<file path="src/rtl/pll_solve_pkg.sv">
package pll_solve_pkg;
  localparam int FB_W      = 8;
  localparam int POST_W    = 3;
  localparam int FACT_W    = 4;
  localparam int MAX_HALVE = 2;
  localparam int HALVE_W   = 2;
  localparam int CTRL_W    = 8;
  localparam int HALVE_LSB = 4;
  localparam int FRAC_SH   = 3;
  localparam int N_THR     = 3;
  localparam logic [CTRL_W-1:0] CTRL_BASE = 8'h03;

  typedef enum logic [0:0] {ST_IDLE, ST_RUN} state_e;

  // code 4 is the odd divide-by-3 entry
  function automatic logic [FACT_W-1:0] post_factor(input logic [POST_W-1:0] code);
    case (code)
      3'd0:    post_factor = 4'd1;
      3'd1:    post_factor = 4'd2;
      3'd2:    post_factor = 4'd4;
      3'd3:    post_factor = 4'd8;
      3'd4:    post_factor = 4'd3;
      default: post_factor = 4'd0;
    endcase
  endfunction
endpackage

</file>
<file path="src/rtl/pll_solve_div.sv">
module pll_solve_div #(
  parameter int NUM_W = 26,
  parameter int DEN_W = 16
) (
  input  logic             clk_i,
  input  logic             rst_ni,
  input  logic             load_i,
  input  logic [NUM_W-1:0] num_i,
  input  logic [DEN_W-1:0] den_i,
  output logic [NUM_W-1:0] quo_o,
  output logic             done_o
);
  localparam int CNT_W = $clog2(NUM_W + 1);

  logic [DEN_W:0]   rem_q;
  logic [NUM_W-1:0] quo_q;
  logic [DEN_W-1:0] den_q;
  logic [CNT_W-1:0] cnt_q;
  logic             run_q, done_q;
  logic [DEN_W:0]   rem_sh;
  logic [DEN_W+1:0] trial;

  always_comb begin
    rem_sh = {rem_q[DEN_W-1:0], quo_q[NUM_W-1]};
    trial  = {1'b0, rem_sh} - {2'b00, den_q};
  end

  always_ff @(posedge clk_i or negedge rst_ni) begin
    if (!rst_ni) begin
      rem_q  <= '0;
      quo_q  <= '0;
      den_q  <= '0;
      cnt_q  <= '0;
      run_q  <= 1'b0;
      done_q <= 1'b0;
    end else if (load_i) begin
      rem_q  <= '0;
      quo_q  <= num_i;
      den_q  <= den_i;
      cnt_q  <= CNT_W'(NUM_W);
      run_q  <= 1'b1;
      done_q <= 1'b0;
    end else if (run_q) begin
      if (!trial[DEN_W+1]) begin
        rem_q <= trial[DEN_W:0];
        quo_q <= {quo_q[NUM_W-2:0], 1'b1};
      end else begin
        rem_q <= rem_sh;
        quo_q <= {quo_q[NUM_W-2:0], 1'b0};
      end
      cnt_q <= cnt_q - 1'b1;
      if (cnt_q == CNT_W'(1)) begin
        run_q  <= 1'b0;
        done_q <= 1'b1;
      end
    end else begin
      done_q <= 1'b0;
    end
  end

  assign quo_o  = quo_q;
  assign done_o = done_q;
endmodule

</file>
<file path="src/rtl/pll_solve_post.sv">
module pll_solve_post
  import pll_solve_pkg::*;
#(
  parameter int Q_W = 26
) (
  input  logic [Q_W-1:0]    q_i,
  output logic              err_o,
  output logic [POST_W-1:0] code_o,
  output logic [FACT_W-1:0] fact_o,
  output logic [FB_W-1:0]   fb_o
);
  localparam int Q_MIN = 2 ** (FB_W - 1);
  localparam int Q_MAX = (2 ** FB_W - 1) << FRAC_SH;
  localparam int P_W   = Q_W + FACT_W;

  logic [N_THR-1:0]  below;
  logic [POST_W-1:0] code;
  logic [FACT_W-1:0] fact;
  logic [P_W-1:0]    prod;

  for (genvar i = 0; i < N_THR; i++) begin : g_thr
    assign below[i] = q_i < Q_W'(Q_MIN << (i + 1));
  end

  always_comb begin
    code = '0;
    for (int i = 0; i < N_THR; i++) code = code + POST_W'(below[i]);
    fact  = post_factor(code);
    prod  = P_W'(q_i) * P_W'(fact);
    err_o = (q_i < Q_W'(Q_MIN)) || (q_i > Q_W'(Q_MAX));
    if (err_o) begin
      code_o = '0;
      fact_o = '0;
      fb_o   = '0;
    end else begin
      code_o = code;
      fact_o = fact;
      fb_o   = prod[FB_W+FRAC_SH-1:FRAC_SH];
    end
  end
endmodule

</file>
<file path="src/rtl/pll_solve_scale.sv">
module pll_solve_scale
  import pll_solve_pkg::*;
#(
  parameter int FREQ_W = 16
) (
  input  logic [FREQ_W-1:0]  freq_i,
  input  logic [POST_W-1:0]  code_i,
  input  logic [FREQ_W-1:0]  limit_i,
  output logic [HALVE_W-1:0] halve_o
);
  logic [FREQ_W-1:0]    f [MAX_HALVE+1];
  logic [MAX_HALVE-1:0] over;

  assign f[0] = freq_i >> code_i;

  for (genvar s = 0; s < MAX_HALVE; s++) begin : g_stage
    assign over[s]  = (limit_i != '0) && (f[s] > limit_i);
    assign f[s+1]   = over[s] ? (f[s] >> 1) : f[s];
  end

  always_comb begin
    halve_o = '0;
    for (int s = 0; s < MAX_HALVE; s++) halve_o = halve_o + HALVE_W'(over[s]);
  end
endmodule

</file>
<file path="src/rtl/pll_div_solver.sv">
module pll_div_solver
  import pll_solve_pkg::*;
#(
  parameter int PER_W  = 16,
  parameter int RDIV_W = 8,
  parameter int FREQ_W = 16
) (
  input  logic              clk_i,
  input  logic              rst_ni,
  input  logic              start_i,
  input  logic [PER_W-1:0]  ref_per_i,
  input  logic [RDIV_W-1:0] ref_div_i,
  input  logic [PER_W-1:0]  tgt_per_i,
  input  logic [FREQ_W-1:0] scale_max_i,
  input  logic [FREQ_W-1:0] pll_freq_i,
  output logic [POST_W-1:0] post_code_o,
  output logic [FACT_W-1:0] post_fact_o,
  output logic [FB_W-1:0]   fb_div_o,
  output logic [CTRL_W-1:0] ctrl_o,
  output logic              err_o,
  output logic              done_o
);
  localparam int NUM_W = PER_W + RDIV_W + 2;

  state_e            state_q;
  logic              accept;
  logic [NUM_W-1:0]  num;
  logic [NUM_W-1:0]  quo;
  logic              div_done;
  logic [FREQ_W-1:0] freq_q, lim_q;
  logic              p_err;
  logic [POST_W-1:0] p_code;
  logic [FACT_W-1:0] p_fact;
  logic [FB_W-1:0]   p_fb;
  logic [HALVE_W-1:0] halve;
  logic [CTRL_W-1:0] ctrl_n;

  assign accept = start_i && (state_q == ST_IDLE);
  assign num    = (NUM_W'(ref_per_i) * NUM_W'(ref_div_i)) << 2;

  pll_solve_div #(.NUM_W(NUM_W), .DEN_W(PER_W)) u_div (
    .clk_i  (clk_i),
    .rst_ni (rst_ni),
    .load_i (accept),
    .num_i  (num),
    .den_i  (tgt_per_i),
    .quo_o  (quo),
    .done_o (div_done)
  );

  pll_solve_post #(.Q_W(NUM_W)) u_post (
    .q_i    (quo),
    .err_o  (p_err),
    .code_o (p_code),
    .fact_o (p_fact),
    .fb_o   (p_fb)
  );

  pll_solve_scale #(.FREQ_W(FREQ_W)) u_scale (
    .freq_i  (freq_q),
    .code_i  (p_code),
    .limit_i (lim_q),
    .halve_o (halve)
  );

  assign ctrl_n = p_err ? '0 : (CTRL_BASE | (CTRL_W'(halve) << HALVE_LSB));

  always_ff @(posedge clk_i or negedge rst_ni) begin
    if (!rst_ni) begin
      state_q     <= ST_IDLE;
      freq_q      <= '0;
      lim_q       <= '0;
      post_code_o <= '0;
      post_fact_o <= '0;
      fb_div_o    <= '0;
      ctrl_o      <= '0;
      err_o       <= 1'b0;
      done_o      <= 1'b0;
    end else begin
      done_o <= 1'b0;
      if (accept) begin
        state_q <= ST_RUN;
        freq_q  <= pll_freq_i;
        lim_q   <= scale_max_i;
        err_o   <= 1'b0;
      end else if (state_q == ST_RUN && div_done) begin
        state_q     <= ST_IDLE;
        post_code_o <= p_code;
        post_fact_o <= p_fact;
        fb_div_o    <= p_fb;
        ctrl_o      <= ctrl_n;
        err_o       <= p_err;
        done_o      <= 1'b1;
      end
    end
  end
endmodule

</file>
<file path="config.mk">
export PLATFORM = sky130hd
export DESIGN_NAME = pll_div_solver
export DESIGN_NICKNAME = d
export VERILOG_FILES = /design/src/rtl/pll_solve_pkg.sv /design/src/rtl/pll_solve_div.sv /design/src/rtl/pll_solve_post.sv /design/src/rtl/pll_solve_scale.sv /design/src/rtl/pll_div_solver.sv
export SDC_FILE = /design/constraint.sdc
export NUM_CORES = 1
export LEC_CHECK = 0
export BUFFER_PORTS_ARGS = -buffer_cell sky130_fd_sc_hd__buf_4
export CELL_PAD_IN_SITES_DETAIL_PLACEMENT = 1
export CELL_PAD_IN_SITES_GLOBAL_PLACEMENT = 1
export CORE_ASPECT_RATIO = 0.7
export CORE_UTILIZATION = 35
export DETAILED_ROUTE_END_ITERATION = 8
export GPL_ROUTABILITY_DRIVEN = 0
export PLACE_DENSITY_LB_ADDON = 0.1
export SYNTH_ARGS = -nofsm -noshare
export SYNTH_HDL_FRONTEND = slang
export SYNTH_SLANG_ARGS = --single-unit
</file>
<file path="constraint.sdc">
create_clock -name clk_i -period 9.25 [get_ports clk_i]
set_input_delay 1.85 -clock clk_i [delete_from_list [all_inputs] [get_ports clk_i]]
set_output_delay 1.85 -clock clk_i [all_outputs]
set_load 0.05 [all_outputs]
</file>
Word-level counts from Yosys, hierarchy flattened
Cells that the tools add are included.
- add/sub/neg operators: 5
- multiply operators: 2
- magnitude comparators: 7
- eq/ne operators: 6
- shift-type cells: 1
- multiplexer cells: 26
- bitwise gates (word level): 2
- reduce and logical (&&, ||, !) cells: 10
- operator list (kind ; count):
    $mux 16 ; 4
    $mux 26 ; 2
    $gt 16x16->1 ; 2
    $gt 26x11->1 const B ; 1
    $lt 26x10->1 const B ; 1
    $lt 26x11->1 const B ; 1
    $lt 26x8->1 const B ; 1
    $lt 26x9->1 const B ; 1
    $mul 26x4->11 ; 1
    $mul 16x8->24 ; 1
    $pmux 4 s5 ; 1
    $sub 17x16->18 ; 1
    $reduce_bool 16->1 ; 1
    $shr 16x3->16 ; 1
    $mux 1 ; 13
    $mux 5 ; 2
    $mux 8 ; 1
    $eq 3x2->1 const B ; 2
    $mux 6 ; 1
    $eq 5x1->1 const B ; 1
    $sub 5x1->5 const B ; 1
    $add 1x1->2 ; 2
    $logic_and 1x1->1 ; 4
    $mux 4 ; 1
    10 further kinds ; 12
- flip-flop bits (word level): 123
- bits of input ports: 75
- output and inout port bits: 25
- word-level logic and storage cells: 74

Longest topological paths before layout
- depth after elaboration: 12
- depth in mapped cells: 34
- mapped depth without buffers: 31

Cells and area by module
From an unflattened synthesis, not the netlist that was laid out.
- cell total of the unflattened synthesis: 1409
- area total of the unflattened synthesis: 12901.1 µm²
- modules (own cells, without submodules) (module ; instances ; cells each ; area an instance (µm²) ; sequential area each (µm²)):
    pll_div_solver ; 1 ; 635 ; 6276.0 ; 1326.3
    pll_solve_div ; 1 ; 407 ; 3763.6 ; 1626.6
    pll_solve_scale ; 1 ; 201 ; 1507.7 ; 0.0
    pll_solve_post ; 1 ; 166 ; 1353.8 ; 0.0

Worst setup path after synthesis
Ideal clock, no wire load.
- path kind: register -> register
- from: reg u_div.quo_q[12] (netlist: u_div.quo_o[12])
- to: reg ctrl_o[4]
- library setup time: 119 ps
- arrival: 6555 ps
- data required time: 9131 ps
- setup slack: 2576 ps
- cell stages (with the launch flop): 34
- buffers on the path: 4
- period minus slack after synthesis: 6674 ps
- cell sequence: dfrtp_1 -> nor4_2 -> nand4_2 -> nor2_1 -> clkbuf_1 -> fa_1 -> or4b_1 -> buf_6 -> buf_12 -> mux2i_1 -> nor2_1 -> a21oi_2 -> mux2i_1 -> ha_1 -> nor2b_1 -> o21a_1 -> o21a_1 -> o21ai_0 -> a211oi_1 -> o21ai_1 -> clkbuf_1 -> mux2_4 -> ha_1 -> a21o_1 -> a21o_1 -> a21o_1 -> a21o_1 -> a21oi_1 -> o21ai_0 -> o211ai_1 -> a21oi_1 -> ha_1 -> nand3_1 -> nand2_1
- longest elaborated chain between the ends: 12
- elaborated cells on any way between the ends: 17
- those cells by class: add/sub: 3; order compare: 7; shift: 1; mux: 3; reduce/logical: 3
- ends and longest elaborated chain (what ; RTL line ; text):
    from (decl) ; pll_solve_div.sv:16 ; logic [NUM_W-1:0] quo_q;
    from (signal assigned) ; pll_solve_div.sv:38 ; quo_q <= num_i;
    from (signal assigned) ; pll_solve_div.sv:46 ; quo_q <= {quo_q[NUM_W-2:0], 1'b1};
    from (signal assigned) ; pll_solve_div.sv:49 ; quo_q <= {quo_q[NUM_W-2:0], 1'b0};
    $lt 26x9->1 or $lt 26x10->1 (tied branches) ; pll_solve_post.sv:22 ; assign below[i] = q_i < Q_W'(Q_MIN << (i + 1));
    $add 1x1->2 ; pll_solve_post.sv:27 ; for (int i = 0; i < N_THR; i++) code = code + POST_W'(below[i]);
    $add 3x1->3 ; pll_solve_post.sv:27 ;
    $mux 3 ; pll_solve_post.sv:31 ; if (err_o) begin
    $shr 16x3->16 ; pll_solve_scale.sv:14 ; assign f[0] = freq_i >> code_i;
    $gt 16x16->1 ; pll_solve_scale.sv:17 ; assign over[s] = (limit_i != '0) && (f[s] > limit_i);
    $logic_and 1x1->1 ; pll_solve_scale.sv:17 ;
    $mux 16 ; pll_solve_scale.sv:18 ; assign f[s+1] = over[s] ? (f[s] >> 1) : f[s];
    $gt 16x16->1 ; pll_solve_scale.sv:17 ;
    $logic_and 1x1->1 ; pll_solve_scale.sv:17 ;
    $add 1x1->2 ; pll_solve_scale.sv:23 ; for (int s = 0; s < MAX_HALVE; s++) halve_o = halve_o + HALVE_W'(over[s]);
    $mux 6 * ; pll_div_solver.sv:66 ; assign ctrl_n = p_err ? '0 : (CTRL_BASE | (CTRL_W'(halve) << HALVE_LSB));
    to (signal assigned) ; pll_div_solver.sv:91 ; ctrl_o <= ctrl_n;
    to (decl) ; pll_div_solver.sv:19 ; output logic [CTRL_W-1:0] ctrl_o,
Every way passes the cells marked *; elsewhere a longest branch is shown, timed or not.
A chain may end at the register's enable or synchronous reset.

Worst setup path in the final report
Ends and elaborated chain as after synthesis.

==> impl_metrics.tcl <==
set metrics [dict create \
    fin_skew_ps 9.81 \
    vias 9558 \
    yosys-top-cells-area "dfrtp_1 (25%), fa_1 (17%), ha_1 (11%), nand2_1 (8.0%), inv_1 (4.6%)" \
    clk_latency_ps 440 \
    grt_usage_pct 19.2 \
    ys_ff_latch 118 \
    startpoint_type "flop" \
    fill_cells 3897 \
    critPathLaunch "u_div.quo_o[12]" \
    drive_gt1_share_pct 12.1 \
    hold_depth 2 \
    clock_sinks 118 \
    critical-path-max-stage-delay_ps 840 \
    r2r_cells 29 \
    syn_avg_cell_area_um2 8.82 \
    clockBufferDepth 2 \
    hold_violations 0 \
    die_h_um 157 \
    register_area_um2 2950 \
    diodes 0 \
    vdd_drop_max_uv 134 \
    status "finished, final reports clean" \
    setup_violations 0 \
    maxCapViolCount 0 \
    avgViaCountPerCell 5.12 \
    dr.first_iter.drc_count 399 \
    root_buffer "clkbuf_16" \
    grt_max_degree 88 \
    cts_buffers 17 \
    hpwl_um 25000 \
    ant_nets 0 \
    p_leak_nw 6.80 \
    r2r-start "u_div.quo_o[12]" \
    async_flop_share_pct 100 \
    fmax_ghz 0.130 \
    hold_path.class "reg2reg" \
    syn-instance-count 1354 \
    antenna_found_initial 0 \
    yosysWarnings 0 \
    relSlewSlack_pct 32.6 \
    grt_first_pass_wirelength_um 53300 \
    area_delta_synth_final_pct 13.7 \
    dieArea_um2 34900 \
    synth_flop_cell "dfrtp_1" \
    htreeDepth 4 \
    r2r_end "ctrl_o[4]" \
    min_to "freq_q[1]" \
    core_um2 33600 \
    grt.overflow.total 0 \
    fin_crit_sh_pct 83.2 \
    drc 0 \
    initial_core_util_pct 35.6 \
    num_rows 56 \
    firstDrtPassIters 4 \
    p_per_area_nw_per_um2 326 \
    post_cts_buffers 0 \
    arrival_ps 8030 \
    die_w_um 223 \
    critPathKind "reg2reg" \
    netlist_area_um2 11900 \
    nNetsFinal 1702 \
    yosysTopAreaCell "dfrtp_1" \
    grt_pass1_vias 9820 \
    multiInputGateArea_um2 8180 \
    cpMostUsedCell "a21o_1" \
    critPathRequiredTime_ps 9580 \
    end_kind "flop" \
    ys_seq_area_share_pct 24.7 \
    min_from "freq_q[1]" \
    ctsHoldBuffers 0 \
    timing.hold.ws_ps 475 \
    fin_crit_ps 7700 \
    ys_types 68 \
    port_buffers 95 \
    rsz0062_at_grt "false" \
    path_max_fanout 16 \
    cts.clk_slew.worst_paths_ps 60 \
    setup_tns_ps 0 \
    worst_slew_pin_slew_ps 1010 \
    post_cts_resized 0 \
    maxSlewViolCount 0 \
    synth_edf_count 0 \
    r2r_slack_ps 1550 \
    cts_tree "done" \
    wl_um 32100 \
    wl_per_cell_um 17.2 \
    pin_count 100 \
    p_total_mw 4.42 \
    netlist.area_leader.share_pct 24.7 \
    critPathSlowestCell "or4b_1" \
]
[how the worst max path moves through the flow]
stage / to / cells after the start / slack (ps)
after floorplan: ctrl_o[4] / 33 / 2580
after global placement: ctrl_o[4] / 29 / 1860
after detailed placement: ctrl_o[4] / 29 / 1560
after CTS: ctrl_o[4] / 29 / 1540
after global routing: ctrl_o[4] / 30 / 950
final: ctrl_o[4] / 29 / 1550
[report_power, final]
group	switching, mW	leakage (nW)	internal (mW)
sequential	0.230	1.45	0.746
clock	0.273	0.271	0.379
combinational	1.55	5.08	1.24
total	2.05	6.80	2.37
[synth_stat cells, types with 17 or more instances]
cell        n
xnor2_1    26
a21o_1     25
nand2_1   254
fa_1      101
mux2i_1    47
nor2_1     31
nor2b_1    24
and2_1     65
ha_1      107
clkbuf_1   43
o21ai_0    90
inv_1     145
nand3_1    17
dfrtp_1   118
a21oi_1    49
[stage by stage]
step | area (um^2) | setup slack [ps] | cells | utilization [%]
after floorplan | 12000 | 2580 | 1357 | -
after global placement | 13000 | 1860 | 1835 | 38.8
after global routing | 13600 | 949 | 1867 | 40.4
final | 13600 | 1550 | 1867 | 40.4
after detailed placement | 13000 | 1560 | 1835 | 38.8
after CTS | 13600 | 1540 | 1867 | 40.4
[cells by family after synthesis]
| family | count (synthesis) | share of synthesized area (%) |
|---|---|---|
| other | 1 | 0.0314 |
| multiplexers | 69 | 6.11 |
| AND/OR/NAND/NOR | 468 | 18.7 |
| flip-flops | 118 | 24.7 |
| buffers and inverters | 207 | 6.96 |
| adder cells (fa/ha/maj) | 208 | 28.1 |
| XOR/XNOR | 35 | 2.57 |
| AO/OA/AOI/OAI | 248 | 12.7 |
[area by class of cell]
type / instances / share of cell area (%)
Tap cell: 435 / 4.01
Clock buffer: 19 / 3.26
Sequential cell: 118 / 21.8
Multi-Input combinational cell: 1032 / 60.3
Clock inverter: 13 / 0.913
Inverter: 146 / 4.04
Timing Repair Buffer: 104 / 5.75
[layer usage]
metal,wire [um],global-route usage [%],up-vias
met5,0,0,-
met4,256,3.97,0
met3,679,2.57,25
met2,13500,27.6,86
met1,17700,30.1,4799
li1,-,-,4648
[worst max-delay path, delay by kind of cell, from the launching register on]
kind	cells	cell delay (ps)
compound gates	14	2500
simple gates	7	2150
fa+ha+maj	4	1300
mux	3	920
flops	1	410
buf+inv	1	290
[cell usage in the layout (no fill, tap or decap), drive strengths merged, types with 22 or more instances in the layout]
master | Yosys | layout
mux2i | 47 | 47
fa | 101 | 101
nand2 | 255 | 255
and2 | 65 | 65
nor2b | 24 | 24
inv | 146 | 150
xnor2 | 26 | 26
buf | 18 | 104
a21oi | 50 | 50
a21o | 25 | 25
ha | 107 | 107
nor2 | 31 | 31
o21ai | 97 | 97
dfrtp | 118 | 118
mux2 | 22 | 22
[registers in the layout, indices dropped and copies added, names as in the netlist]
name          flops
u_div.quo_o      26
freq_q           16
lim_q            16
u_div.den_q      16
u_div.rem_q      16
fb_div_o          8
u_div.cnt_q       5
post_fact_o       4
ctrl_o            3
post_code_o       3
done_o            1
err_o             1
state_q           1
u_div.done_o      1
u_div.run_q       1
Note: power is estimated with default switching activity, not from simulation.
